==> src/rtl/erase_seq_pkg.sv <==
package erase_seq_pkg;

    localparam logic [7:0] OP_ERASE = 8'hD1;
    localparam logic [7:0] OP_STOP  = 8'hC0;

    typedef enum logic [0:0] {
        SEQ_IDLE = 1'b0,
        SEQ_RUN  = 1'b1
    } seq_state_e;

    // three times the sample rate in Hz, so 5.333 kHz stays an integer
    function automatic int unsigned rate_x3_hz(input logic [1:0] code);
        case (code)
            2'b00:   return 24000;
            2'b01:   return 19200;
            2'b10:   return 16000;
            default: return 12000;
        endcase
    endfunction

    function automatic int unsigned clks_per_sample(input int unsigned clk_hz,
                                                    input logic [1:0] code);
        return (3 * clk_hz) / rate_x3_hz(code);
    endfunction

endpackage

==> src/rtl/erase_seq_cmd_dec.sv <==
module erase_seq_cmd_dec
    import erase_seq_pkg::*;
(
    input  logic       cmd_valid,
    input  logic [7:0] cmd_byte,
    output logic       erase_req,
    output logic       stop_req
);

    always_comb begin
        erase_req = cmd_valid && (cmd_byte == OP_ERASE);
        stop_req  = cmd_valid && (cmd_byte == OP_STOP);
    end

endmodule

==> src/rtl/erase_seq_rate_tbl.sv <==
module erase_seq_rate_tbl
    import erase_seq_pkg::*;
#(
    parameter int unsigned CLK_HZ      = 64000,
    parameter int unsigned ROW_SAMPLES = 10,
    parameter int unsigned LOW_SAMPLES = 2,
    parameter int unsigned CNT_W       = 8
) (
    input  logic [1:0]       rate_code,
    output logic [CNT_W-1:0] row_last,
    output logic [CNT_W-1:0] high_len
);

    localparam int unsigned NUM_RATES = 4;

    logic [CNT_W-1:0] last_tbl [NUM_RATES];
    logic [CNT_W-1:0] high_tbl [NUM_RATES];

    for (genvar g = 0; g < NUM_RATES; g++) begin : g_rate
        localparam int unsigned DIV = clks_per_sample(CLK_HZ, 2'(g));
        assign last_tbl[g] = CNT_W'(DIV * ROW_SAMPLES - 1);
        assign high_tbl[g] = CNT_W'(DIV * (ROW_SAMPLES - LOW_SAMPLES));
    end

    always_comb begin
        row_last = last_tbl[rate_code];
        high_len = high_tbl[rate_code];
    end

endmodule

==> src/rtl/erase_seq_row_timer.sv <==
module erase_seq_row_timer #(
    parameter int unsigned CNT_W = 8
) (
    input  logic             clk,
    input  logic             rst_n,
    input  logic             run_next,
    input  logic             clear,
    input  logic [CNT_W-1:0] row_last,
    input  logic [CNT_W-1:0] high_len,
    output logic             row_end,
    output logic             rac
);

    typedef struct packed {
        logic [CNT_W-1:0] cnt;
        logic             rac;
    } tmr_regs_t;

    tmr_regs_t t_q, t_d;

    always_comb begin
        t_d = t_q;
        if (clear || !run_next) begin
            t_d.cnt = '0;
        end else begin
            t_d.cnt = t_q.cnt + 1'b1;
        end
        // look one cycle ahead so the pin itself is a flop output
        t_d.rac = !(run_next && (t_d.cnt >= high_len));
    end

    always_ff @(posedge clk or negedge rst_n) begin
        if (!rst_n) begin
            t_q.cnt <= '0;
            t_q.rac <= 1'b1;
        end else begin
            t_q <= t_d;
        end
    end

    assign row_end = (t_q.cnt == row_last);
    assign rac     = t_q.rac;

endmodule

==> src/rtl/row_erase_seq.sv <==
module row_erase_seq
    import erase_seq_pkg::*;
#(
    parameter int unsigned CLK_HZ      = 64000,
    parameter int unsigned ROW_BITS    = 11,
    parameter int unsigned BLK_BITS    = 5,
    parameter int unsigned ROW_SAMPLES = 10,
    parameter int unsigned LOW_SAMPLES = 2
) (
    input  logic                         clk,
    input  logic                         rst_n,
    input  logic                         cmd_valid,
    input  logic [7:0]                   cmd_byte,
    input  logic [ROW_BITS+BLK_BITS-1:0] cmd_addr,
    input  logic [1:0]                   rate_sel,
    output logic                         row_clk,
    output logic [ROW_BITS-1:0]          row_addr,
    output logic                         erase_stb,
    output logic                         busy,
    output logic                         overflow
);

    localparam int unsigned ADDR_W       = ROW_BITS + BLK_BITS;
    localparam int unsigned MAX_ROW_CLKS = clks_per_sample(CLK_HZ, 2'b11) * ROW_SAMPLES;
    localparam int unsigned CNT_W        = $clog2(MAX_ROW_CLKS + 1);
    localparam logic [ROW_BITS-1:0] LAST_ROW = '1;

    typedef struct packed {
        seq_state_e          state;
        logic [ROW_BITS-1:0] row;
        logic                stop_pend;
        logic [1:0]          rate;
        logic                ovf;
        logic                stb;
    } seq_regs_t;

    localparam seq_regs_t REG_RST = '{state: SEQ_IDLE, row: '0, stop_pend: 1'b0,
                                      rate: 2'b00, ovf: 1'b0, stb: 1'b0};

    seq_regs_t r_q, r_d;

    logic             erase_req, stop_req;
    logic [CNT_W-1:0] row_last, high_len;
    logic             row_end, tmr_clear, run_next, rac;
    logic             unused_blk_bits;

    assign unused_blk_bits = ^cmd_addr[BLK_BITS-1:0];

    erase_seq_cmd_dec u_dec (
        .cmd_valid (cmd_valid),
        .cmd_byte  (cmd_byte),
        .erase_req (erase_req),
        .stop_req  (stop_req)
    );

    erase_seq_rate_tbl #(
        .CLK_HZ      (CLK_HZ),
        .ROW_SAMPLES (ROW_SAMPLES),
        .LOW_SAMPLES (LOW_SAMPLES),
        .CNT_W       (CNT_W)
    ) u_rate (
        .rate_code (r_q.rate),
        .row_last  (row_last),
        .high_len  (high_len)
    );

    always_comb begin
        r_d       = r_q;
        r_d.stb   = 1'b0;
        tmr_clear = 1'b0;
        unique case (r_q.state)
            SEQ_IDLE: begin
                if (erase_req) begin
                    r_d.state     = SEQ_RUN;
                    r_d.row       = cmd_addr[ADDR_W-1:BLK_BITS];
                    r_d.stop_pend = 1'b0;
                    r_d.rate      = rate_sel;
                    r_d.ovf       = 1'b0;
                    r_d.stb       = 1'b1;
                    tmr_clear     = 1'b1;
                end
            end
            SEQ_RUN: begin
                if (stop_req) begin
                    r_d.stop_pend = 1'b1;
                end
                if (row_end) begin
                    if (r_q.stop_pend || stop_req) begin
                        r_d.state = SEQ_IDLE;
                    end else if (r_q.row == LAST_ROW) begin
                        r_d.state = SEQ_IDLE;
                        r_d.ovf   = 1'b1;
                    end else begin
                        r_d.row   = r_q.row + 1'b1;
                        r_d.stb   = 1'b1;
                        tmr_clear = 1'b1;
                    end
                end
            end
            default: r_d = REG_RST;
        endcase
        run_next = (r_d.state == SEQ_RUN);
    end

    always_ff @(posedge clk or negedge rst_n) begin
        if (!rst_n) begin
            r_q <= REG_RST;
        end else begin
            r_q <= r_d;
        end
    end

    erase_seq_row_timer #(
        .CNT_W (CNT_W)
    ) u_tmr (
        .clk      (clk),
        .rst_n    (rst_n),
        .run_next (run_next),
        .clear    (tmr_clear),
        .row_last (row_last),
        .high_len (high_len),
        .row_end  (row_end),
        .rac      (rac)
    );

    assign row_clk   = rac;
    assign row_addr  = r_q.row;
    assign erase_stb = r_q.stb;
    assign busy      = (r_q.state == SEQ_RUN);
    assign overflow  = r_q.ovf;

endmodule

==> config.mk <==
export PLATFORM = sky130hd
export DESIGN_NAME = row_erase_seq
export DESIGN_NICKNAME = d
export VERILOG_FILES = /design/src/rtl/erase_seq_pkg.sv /design/src/rtl/erase_seq_cmd_dec.sv /design/src/rtl/erase_seq_rate_tbl.sv /design/src/rtl/erase_seq_row_timer.sv /design/src/rtl/row_erase_seq.sv
export SDC_FILE = /design/constraint.sdc
export NUM_CORES = 1
export LEC_CHECK = 0
export BUFFER_PORTS_ARGS = -buffer_cell sky130_fd_sc_hd__clkbuf_2
export CORE_MARGIN = 4
export CORE_UTILIZATION = 37
export CTS_CLUSTER_SIZE = 24
export DETAILED_ROUTE_END_ITERATION = 10
export PLACE_DENSITY = 0.59
export SLEW_MARGIN = 20
export SYNTH_ARGS = -nofsm -noshare
export SYNTH_HDL_FRONTEND = slang
export SYNTH_SLANG_ARGS = --single-unit
==> constraint.sdc <==
create_clock -name clk -period 8.7 [get_ports clk]
set_clock_uncertainty 0.2 [all_clocks]
set_input_delay 1.74 -clock clk [delete_from_list [all_inputs] [get_ports clk]]
set_output_delay 1.74 -clock clk [all_outputs]
set_load 0.01 [all_outputs]
# [After elaboration in Yosys (flattened, before gate mapping)]
# Cells that the tools add are included.
# Widths: inputs -> output; s select.
[totals] in_bits=29 register_bits=26 elab_cells=57
[op_classes] order_cmp=2 reduce_logical=11 n_eq_ne=10 n_addsub=2 bitwise=2 n_mux=22
[op_table] operator="$mux 8" n=5
[op_table] operator="$bmux 8 s2" n=2
[op_table] operator="$pmux 13 s2" n=1
[op_table] operator="$mux 11" n=2
[op_table] operator="$mux 17" n=1
[op_table] operator="$eq 8x8->1 const B" n=2
[op_table] operator="$mux 12" n=1
[op_table] operator="$add 11x1->11 const B" n=1
[op_table] operator="$eq 11x11->1 const B" n=1
[op_table] operator="$add 8x1->8 const B" n=1
[op_table] operator="$eq 8x8->1" n=1
[op_table] operator="$ge 8x8->1" n=1
[op_table] operator="$reduce_and 4->1" n=2
[op_table] operator="$mux 1" n=6
[op_table] operator="$ne 2x1->1 const B" n=3
[op_table] operator="$ne 2x2->1 const B" n=3
[op_table] operator="$mux 2" n=2
[op_table] operator="$pmux 2 s2" n=1
[op_table] operator="$reduce_and 2->1" n=2
[op_table] operator="$ge 3x3->1 const B" n=1
[op_table] operator="$logic_and 1x1->1" n=3
[op_table] operator="$not 2->3" n=1
[op_table] operator="$logic_not 1->1" n=2
[op_table] operator="$logic_or 1x1->1" n=2
[op_table] operator="other kinds (2)" n=2

# [Longest topological paths before layout]
# Gate-level depths: netlist (run 1).
[logic_depth] depth_word=13 ltp_mapped=12 ltp_nobuf=12

# [Cells and area by module]
# From an unflattened synthesis (run 1), not the netlist that was laid out.
[hier_totals] cells_unflattened=213 hier_area_um2=1909.3
[by_module_without_submodules] module="row_erase_seq" seq_area_each_um2=425.4 area_per_inst_um2=1056.0 cells_per_inst=116 instances=1
[by_module_without_submodules] module="erase_seq_row_timer" seq_area_each_um2=226.5 area_per_inst_um2=650.6 cells_per_inst=71 instances=1
[by_module_without_submodules] module="erase_seq_rate_tbl" seq_area_each_um2=0.0 area_per_inst_um2=156.4 cells_per_inst=21 instances=1
[by_module_without_submodules] module="erase_seq_cmd_dec" seq_area_each_um2=0.0 area_per_inst_um2=46.3 cells_per_inst=5 instances=1

# [Worst setup path before layout (run 1)]
# No wires, ideal clock.
[synth_timing] kind="input to register" from="input port cmd_byte[1]" to="register r_q (netlist bit row_addr[4])" setup_time_ps=125 n_path_buf=0 setup_slack_ps=5332 path_stages=5 arrival_ps=3043 t_required_ps=8375 path_cell_list="or3_1 nor4_2 mux2_2 o21ai_0 a2bb2oi_1"
[synth_via] elab_chain_cells=5
[synth_lines] item="from (decl)" line_no="row_erase_seq.sv:13" text="input logic [7:0] cmd_byte,"
[synth_lines] item="$eq 8x8->1" line_no="erase_seq_cmd_dec.sv:12" text="stop_req = cmd_valid && (cmd_byte == OP_STOP);"
[synth_lines] item="$logic_and 1x1->1" line_no="erase_seq_cmd_dec.sv:12"
[synth_lines] item="$logic_or 1x1->1" line_no="row_erase_seq.sv:88" text="if (r_q.stop_pend || stop_req) begin"
[synth_lines] item="$ne 2x2->1 (no source line)"
[synth_lines] item="$reduce_and 4->1 (no source line) *"
[synth_lines] item="to (signal assigned)" line_no="row_erase_seq.sv:109" text="r_q <= r_d;"
[synth_lines] item="to (decl)" line_no="row_erase_seq.sv:40" text="seq_regs_t r_q, r_d;"
# Every way passes the cells marked *; elsewhere a longest branch is shown, timed or not.
# A chain may end at the register's enable or synchronous reset.

# [Worst setup path after layout (run 1)]
[layout_timing] from="input port cmd_byte[1]" to="register r_q (netlist bit row_addr[2])"
# The elaborated chain is that of the path after synthesis.

==> results.toml, run 1 <==
[logic_synthesis]
synth_top_family_by_area = "simple AND/OR/NAND/NOR gates"
synth.avg_cell_area_um2 = 9.228
ys_top_cells_by_area = "dfrtp_1 (37%), ha_1 (6.6%), nand2_1 (5.1%)"
yosys_warnings = 0
yosys-top-cells-count = "dfrtp_1 (25), nand2_1 (23), nor2_1 (16), buf_4 (11), inv_1 (10)"
netlist_area_um2 = 1698
synth-main-ff-cell = "dfrtp_1"
synth-async-reset-ratio_pct = 100.0
synth_cells = 184
synth_edf_count = 0
synth-compound-area-share_pct = 14.74
synth-adder-area-share_pct = 6.632
synth_top_area_share_pct = 36.85
muxShareOfSynthArea_pct = 0.6632
synth_seq_area_share_pct = 38.39
synth_most_common_cell = "dfrtp_1"
synthSimpleGateAreaFrac_pct = 26.16
ys_ff_latch = 26
synth_top_cell_by_area = "dfrtp_1"
syn_nets = 222
ys_types = 50
synth_xor_area_share_pct = 4.643

[flow_run]
maxCapViolCount = 0

[sta]
period_share_pct = 39.01
setup_tns_ns = 0
setup_viol = 0
hold_viol = 0
rsz0062_at_grt = "no"
finalMaxSlewViolations = 0
fmax_ghz = 0.2947
worstMarginPinSlew_ns = 0.6733
fin_crit_ns = 3.394
maxSlewHeadroom_pct = 55.11

[floorplan]
core_um2 = 4384
dieArea_um2 = 5737
start_util_pct = 38.73
dieHeight_um = 75.74
rows = 24
io_pins = 44
die_x_um = 75.74

[clock_network]
cts_buffers = 3
clk_path_buf_depth = 2
post_cts_buffers = 0
root_buffer = "clkbuf_8"
cts_tree = "yes"
post_cts_resized = 0
htreeDepth = 1
clk_pin_slew_ns = 0.09
holdBufCountCts = 0
clk-insertion-delay-late_ns = 0.27
cts.sinks = 26

[pwr]
ir_drop_mv = 0.06880
p_leak_uw = 0.0008183
p_per_area_nw_per_um2 = 123.7

[placed_design]
hpwlAfterDp_mm = 2.804
place.gp.congestion = 0.7832
place_area_um2 = 1849
dp_cells = 259
portBuffers = 38

[drt]
wire_per_inst_um = 14.00
wl_met1_mm = 1.708
drtAntennaViolNets = 0
drc = 0
vias = 1402
route.met2.wl_mm = 1.835
drt_iter0_drc = 55
route.top_layer_used = "met4"
avgViaCountPerCell = 5.331
drt-total-wl_mm = 3.683
drt-pass1-iter-count = 4
met3_length_um = 107

[setup_path]
endpoint_kind = "flop"
start_kind = "input pin"
cp.arrival_ns = 3.32
crit_fanout = 14
r2r_setup_slack_ns = 5.59
crit_type = "input pin to flop"
worstPathRequired_ns = 8.63

[global_routing]
grt_pass1_vias = 1398
antenna_found_initial = 0
grt_usage_pct = 14.38
grt_max_degree = 27
grt_pass1_wl_mm = 6.327
overflow = 0

[layout]
syn_to_final_growth_pct = 11.57
stdcell_count = 263
num-fill-cells = 443
diodes = 0
fin_nets = 250
fin_area_um2 = 1894
drive_above_1_share_pct = 25.12

[outcome]
status = "finished, final reports clean"

[min_path]
hold_class = "flop to flop"
[where the power goes]
| part | leakage [µW] | switching, µW | internal [µW] |
|---|---|---|---|
| logic | 0.000458 | 16.7 | 14.8 |
| clock network | 0.0000228 | 37.9 | 32.8 |
| registers | 0.000338 | 6.33 | 126 |
| total | 0.000818 | 61.0 | 173 |
[worst max-delay path: stages]
cell and delay (ns):
clkbuf_2 0.07, or3_1 0.42, nor3_1 0.32, nand2_1 0.37
o311ai_0 0.22, o311ai_0 0.18
[flip-flops by register name, indices dropped and copies added (netlist names)]
signal,flops
busy,1
erase_stb,1
overflow,1
r_q,3
row_addr,11
u_tmr.rac,1
u_tmr.t_q,8
[kinds of logic (layout without fill, tap and decap cells)]
family / after synthesis / after routing
AND/OR/NAND/NOR: 80 / 80
AO/OA/AOI/OAI: 33 / 33
XOR/XNOR: 9 / 9
adder cells (fa/ha/maj): 9 / 9
multiplexers: 1 / 1
buffers and inverters: 26 / 53
flip-flops: 26 / 26
[metrics by stage]
| step | util, % | hold slack [ns] | total power, µW | setup WS (ns) |
|---|---|---|---|---|
| after floorplan | - | 0.2677 | 154.5 | 5.332 |
| after global placement | 42.18 | 0.2671 | 166.2 | 5.024 |
| after detailed placement | 42.18 | 0.2782 | 166.8 | 5.000 |
| after CTS | 43.21 | 0.3038 | 238.7 | 5.293 |
| after global routing | 43.21 | 0.3475 | 247.1 | 5.104 |
| final | 43.21 | 0.2993 | 234.3 | 5.306 |
[layout make-up]
cell class	instances	area (µm²)	share of cell area, %
tap	52	65.06	3.435
multi-input combinational	132	897.1	47.36
inverter	10	37.54	1.982
clock buffer	4	45.04	2.378
sequential	26	651.9	34.41
timing repair buffer	39	197.7	10.44
[cell usage in the layout (no fill, tap or decap), types with 2 or more instances in the layout]
| cell type | instances |
|---|---|
| clkbuf_2 | 38 |
| a31oi_1 | 4 |
| o311ai_0 | 4 |
| o211ai_1 | 5 |
| nand3_1 | 6 |
| nor2_1 | 16 |
| xnor2_1 | 5 |
| and2_1 | 2 |
| nand2b_1 | 2 |
| dfrtp_1 | 25 |
| ha_1 | 9 |
| or4_1 | 2 |
| nand3b_1 | 2 |
| o21a_1 | 2 |
| o21ai_0 | 6 |
| clkbuf_8 | 3 |
| nand2_1 | 23 |
| and4_1 | 3 |
| nor3_1 | 6 |
| nand4_1 | 4 |
| a21oi_1 | 2 |
| inv_1 | 10 |
| xor2_1 | 4 |
| or2_2 | 2 |
[routing by layer]
metal,vias up,track usage (%)
met3,4,2.375
met5,-,0
met4,0,3.495
li1,701,-
met1,672,19.09
met2,25,24.33
[worst paths after layout]
kind / cells after the start / startpoint / to
max: 6 / cmd_byte[1] / row_addr[2]
min: 2 / overflow / overflow
max reg2reg: 12 / r_q[2] / u_tmr.rac
min reg2reg: 2 / overflow / overflow
max in group asynchronous: 1 / rst_n / r_q[3]
min in group asynchronous: 1 / rst_n / u_tmr.t_q[2]
(Power assumes the default switching activity.)
==> run 2: changes to the inputs <==
--- a/config.mk
+++ b/config.mk
@@ -5,12 +5,13 @@
 export SDC_FILE = /design/constraint.sdc
 export NUM_CORES = 1
 export LEC_CHECK = 0
+export ABC_AREA = 1
 export BUFFER_PORTS_ARGS = -buffer_cell sky130_fd_sc_hd__clkbuf_2
 export CORE_MARGIN = 4
 export CORE_UTILIZATION = 37
 export CTS_CLUSTER_SIZE = 24
 export DETAILED_ROUTE_END_ITERATION = 10
-export PLACE_DENSITY = 0.59
+export PLACE_DENSITY = 0.58
 export SLEW_MARGIN = 20
 export SYNTH_ARGS = -nofsm -noshare
 export SYNTH_HDL_FRONTEND = slang
==> constraint.sdc (replaced) <==
create_clock -name clk -period 3.5 [get_ports clk]
set_clock_uncertainty 0.2 [all_clocks]
set_input_delay 0.7 -clock clk [delete_from_list [all_inputs] [get_ports clk]]
set_output_delay 0.7 -clock clk [all_outputs]
set_load 0.01 [all_outputs]
==> results.toml, run 2 <==
[sta]
worst_slack_ns = 0.7711
maxSlewHeadroom_pct = 55.80
setup_tns_ns = 0
setup_viol = 0
fmax_ghz = 0.3664
finalMaxSlewViolations = 0
worstMarginPinSlew_ns = 0.6629
rsz0062_at_grt = "no"
hold_viol = 0
fin_crit_ns = 2.729
period_share_pct = 77.97

[clock_network]
clk-insertion-delay-late_ns = 0.27
holdBufCountCts = 0
cts_buffers = 3
cts_tree = "yes"
cts.sinks = 26
post_cts_resized = 0
root_buffer = "clkbuf_8"
clk_path_buf_depth = 2
htreeDepth = 1
clk_pin_slew_ns = 0.10
post_cts_buffers = 0

[min_path]
hold_class = "input pin to async pin"

[global_routing]
grt_pass1_wl_mm = 7.210
antenna_found_initial = 0
grt_max_degree = 27
overflow = 0
grt_pass1_vias = 1590
grt_usage_pct = 14.24

[layout]
fin_nets = 326
diodes = 0
largest_reg_flops = 11
drive_above_1_share_pct = 20.21
final_common_cell = "nand2_1"
postLayoutCoreUtil_pct = 43.22
syn_to_final_growth_pct = 10.42
most-common-layout-cells = "nand2_1 (73), clkbuf_2 (38), nand3_1 (35)"
stdcell_count = 354

[logic_synthesis]
synth_edf_count = 0
ys_types = 33
synth_most_common_cell = "nand2_1"
yosys-top-cells-count = "nand2_1 (73), nand3_1 (35), inv_1 (31), dfrtp_1 (25), nor2_1 (23)"
netlist_area_um2 = 1886
synth_cells = 261
ys_ff_latch = 26
synth_top_cell_by_area = "dfrtp_1"
syn_nets = 299
synth-main-ff-cell = "dfrtp_1"
synth-async-reset-ratio_pct = 100.0
synth.avg_cell_area_um2 = 7.224
synth_top_area_share_pct = 33.18
synth_seq_area_share_pct = 34.57
yosys_warnings = 0
ys_top_cells_by_area = "dfrtp_1 (33%), nand2_1 (15%), nand3_1 (9.3%)"

[drt]
wire_per_inst_um = 11.86
drt-pass1-iter-count = 4
drt_iter0_drc = 84
drtAntennaViolNets = 0
drt-total-wl_mm = 4.199
vias = 1669
avgViaCountPerCell = 4.715
drc = 0

[floorplan]
dieArea_um2 = 6302
rows = 25
dieHeight_um = 79.39
core_um2 = 4817
die_x_um = 79.39
io_pins = 44
start_util_pct = 39.14

[setup_path]
crit_fanout = 7
cp.arrival_ns = 2.74
reg2reg_depth = 14
endpoint_kind = "flop"
crit_type = "flop to flop"
worstPathCellList = "inv_1 > ha_1 > o21bai_2 > nand2_1 > nor2_2 > nand2_4 > nand2_1 > nor3_1 > ha_1 > a21oi_1 > nor2_1 > a211oi_1 > nand2_1 > nand2_1"
worstPathRequired_ns = 3.51
max_stage_delay_ns = 0.38
start_kind = "flop"
crit_top_cell = "nand2_1"
crit_slowest_cell = "dfrtp_1"

[pwr]
p_leak_uw = 0.001183
ir_drop_mv = 0.1331
p_per_area_nw_per_um2 = 273.3

[placed_design]
place.gp.congestion = 0.8154
hpwlAfterDp_mm = 3.160
pre_cts_ws_ns = 0.7941
dp_cells = 350
portBuffers = 38

[flow_run]
maxCapViolCount = 0

[outcome]
status = "finished, final reports clean"
## run 2: cell count changes after synthesis, moves of 5 or more
| cell | change |
|---|---|
| nor2_1 | +7 |
| inv_1 | +21 |
| nand3_1 | +29 |
| nand2_1 | +50 |
| o211ai_1 | -5 |
## run 2: worst max-delay path: cells and delay by family (launching register included)
| family | cells | cell delay [ns] |
|---|---|---|
| AND/OR/NAND/NOR | 8 | 0.87 |
| adder cells (fa/ha/maj) | 2 | 0.62 |
| AO/OA/AOI/OAI | 3 | 0.53 |
| flip-flops | 1 | 0.38 |
| buffers and inverters | 1 | 0.07 |
## run 2: final cells by class
type	instances	area [µm²]
clock buffer	4	55.05
fill	522	2735
inverter	35	136.4
multi-input combinational	183	957.2
sequential	26	651.9
tap	67	83.83
timing repair buffer	39	197.7
## run 2: cells by family (layout without fill, tap and decap cells)
kind of cell	Yosys count	count (layout)	share of synthesized area (%)
simple gates	153	153	37.09
buf+inv	52	78	14.66
fa+ha+maj	9	9	5.972
compound gates	16	16	5.376
xor+xnor	5	5	2.323
flops	26	26	34.57
## run 2: per-stage QoR
| stage | hold WS [ns] | cell area (µm²) | total power, µW |
|---|---|---|---|
| finish | 0.2409 | 2082 | 569.0 |
| floorplan | 0.2044 | 1886 | 348.7 |
| detailed placement | 0.2812 | 2027 | 377.1 |
| global route | 0.3028 | 2082 | 601.0 |
| global placement | 0.2743 | 2027 | 376.2 |
| CTS | 0.2702 | 2082 | 578.5 |
## run 2: metal layers
metal,global-route usage [%],wire (µm),vias to the layer above
met5,0,0,-
met4,4.639,38,0
met2,21.72,1885,45
met1,20.63,2050,747
li1,-,-,875
met3,2.032,224,2
## run 2: final timing paths
check                          endpoint         start  slack [ns]
min reg2reg                u_tmr.t_q[1]  u_tmr.t_q[1]        0.29
max in group asynchronous  u_tmr.t_q[3]         rst_n        2.43
min in group clk           u_tmr.t_q[1]  u_tmr.t_q[1]        0.29
min                            overflow         rst_n        0.24
max reg2reg                   u_tmr.rac        r_q[2]        0.77
max                           u_tmr.rac        r_q[2]        0.77
## run 2: where the power goes
group          internal (µW)  switching, µW
clock                    101           98.2
combinational           23.4           37.4
sequential               304           5.48
total                    428            141
==> run 3: changes to the inputs <==
==> constraint.sdc (replaced) <==
create_clock -name clk -period 2.7 [get_ports clk]
set_clock_uncertainty 0.2 [all_clocks]
set_input_delay 0.54 -clock clk [delete_from_list [all_inputs] [get_ports clk]]
set_output_delay 0.54 -clock clk [all_outputs]
set_load 0.01 [all_outputs]
==> results.toml, run 3 (same netlist as run 2, synthesis figures left out) <==
[setup_path]
crit_type = "flop to flop"
r2r_setup_slack_ns = 0.18
worstPathRequired_ns = 2.70
endpoint_kind = "flop"
reg2reg_depth = 16
timing.rr.start = "r_q[2]"
cp.arrival_ns = 2.52
r2r-end = "u_tmr.rac"
start_kind = "flop"
startpoint = "r_q[2]"
crit_fanout = 7

[layout]
diodes = 0
syn_to_final_growth_pct = 13.14
fin_nets = 329
final_common_cell = "nand2_1"
num-fill-cells = 522
seqCellArea_um2 = 651.9
drive_above_1_share_pct = 22.41
largest_reg_flops = 11
most-common-layout-cells = "nand2_1 (72), clkbuf_2 (38), nand3_1 (35)"
multi_input_area_um2 = 985.9

[sta]
holdWs_ns = 0.08132
setup_tns_ns = 0
period_share_pct = 93.15
maxSlewHeadroom_pct = 56.23
worst_slack_ns = 0.1849
fin_crit_ns = 2.515
rsz0062_at_grt = "no"
hold_viol = 0
finalMaxSlewViolations = 0
setup_viol = 0
worstMarginPinSlew_ns = 0.6566
fmax_ghz = 0.3976

[floorplan]
dieArea_um2 = 6302
die_x_um = 79.39
start_util_pct = 39.14
core_um2 = 4817
dieHeight_um = 79.39
io_pins = 44
rows = 25

[clock_network]
htreeDepth = 1
clk_pin_slew_ns = 0.09
root_buffer = "clkbuf_8"
cts_tree = "yes"
cts.sinks = 26
clk-insertion-delay-late_ns = 0.27
cts_buffers = 3
clk_path_buf_depth = 2

[drt]
drtAntennaViolNets = 0
drt-total-wl_mm = 4.304
vias = 1684
drt-pass1-iter-count = 4
drt_iter0_drc = 82
drc = 0
avgViaCountPerCell = 4.717
wire_per_inst_um = 12.06

[pwr]
power.internal_uw = 557.6
ir_drop_mv = 0.1646
p_clk_share_pct = 34.7
p_leak_uw = 0.001199
seq_power_share_pct = 53.7
p_sw_uw = 184.8
swShare_pct = 24.90
p_per_area_nw_per_um2 = 348.0
p_comb_share_pct = 11.7

[global_routing]
grt_max_degree = 27
grt_pass1_vias = 1607
antenna_found_initial = 0
grt_pass1_wl_mm = 7.176
overflow = 0
grt_usage_pct = 14.15

[placed_design]
pre_cts_ws_ns = 0.06422
hpwlAfterDp_mm = 3.281
portBuffers = 38
place.gp.congestion = 0.7898

[flow_run]
maxCapViolCount = 0

[min_path]
hold_class = "input pin to async pin"

[outcome]
status = "finished, final reports clean"
run 3: layout make-up:
type                    instances  share of cell area [%]
repair buffers                 42                   10.32
flip-flops and latches         26                   30.56
clock buffers                   4                   2.581
multi-input cells             183                   46.22
inverters                      35                   6.393
well taps                      67                   3.930
run 3: through the flow:
step | total power [µW] | instances | instance area [µm²] | util [%]
after floorplan | 452.1 | 261 | 1886 | -
after global placement | 489.9 | 353 | 2049 | 42.55
after detailed placement | 490.2 | 353 | 2049 | 42.55
after CTS | 751.7 | 357 | 2105 | 43.69
after global routing | 782.1 | 357 | 2133 | 44.29
final | 742.4 | 357 | 2133 | 44.29
run 3: critical path, stage by stage (launching register included):
cell and delay [ns]:
dfrtp_1 0.39, inv_1 0.07, ha_1 0.34, nand2_1 0.08, nand3_1 0.08, nor2_1 0.17, nand2_4 0.08, nand2_4 0.11
nor2_1 0.09, ha_1 0.32, nand2_1 0.08, nor2_1 0.13, nand2_1 0.07, inv_1 0.05, nand2_1 0.06, nand2_1 0.08
nand2_1 0.05
run 3: worst max-delay path by stage:
stage                      endpoint
after global placement    u_tmr.rac
after detailed placement  u_tmr.rac
final                     u_tmr.rac
after CTS                 u_tmr.rac
after global routing      u_tmr.rac
after floorplan           u_tmr.rac
run 3: power by group through the flow:
stage | logic, µW | registers (µW) | clock network, µW
6_report | 86.6 | 398 | 257
5_1_grt | 96.9 | 399 | 286
4_1_cts | 85.4 | 398 | 269
3_5_place_dp | 85.0 | 405 | 0
3_3_place_gp | 84.9 | 405 | 0
2_1_floorplan | 46.4 | 406 | 0
run 3: what timing repair did:
| item | CTS | global route |
|---|---|---|
| gates resized for setup | 0 | 6 |
| hold buffers | 0 | 0 |
| buffers inserted | 0 | 0 |
| hold endpoints to repair | 0 | 0 |
| endpoints found under the setup margin | 0 | 1 |
run 3: per-layer routing:
layer  vias to the layer above  track usage [%]  wire length, µm
met1                       765            20.20             2162
met5                         -                0                0
met4                         0            3.608               36
met2                        42            22.22             1822
met3                         2            2.257              283
li1                        875                -                -
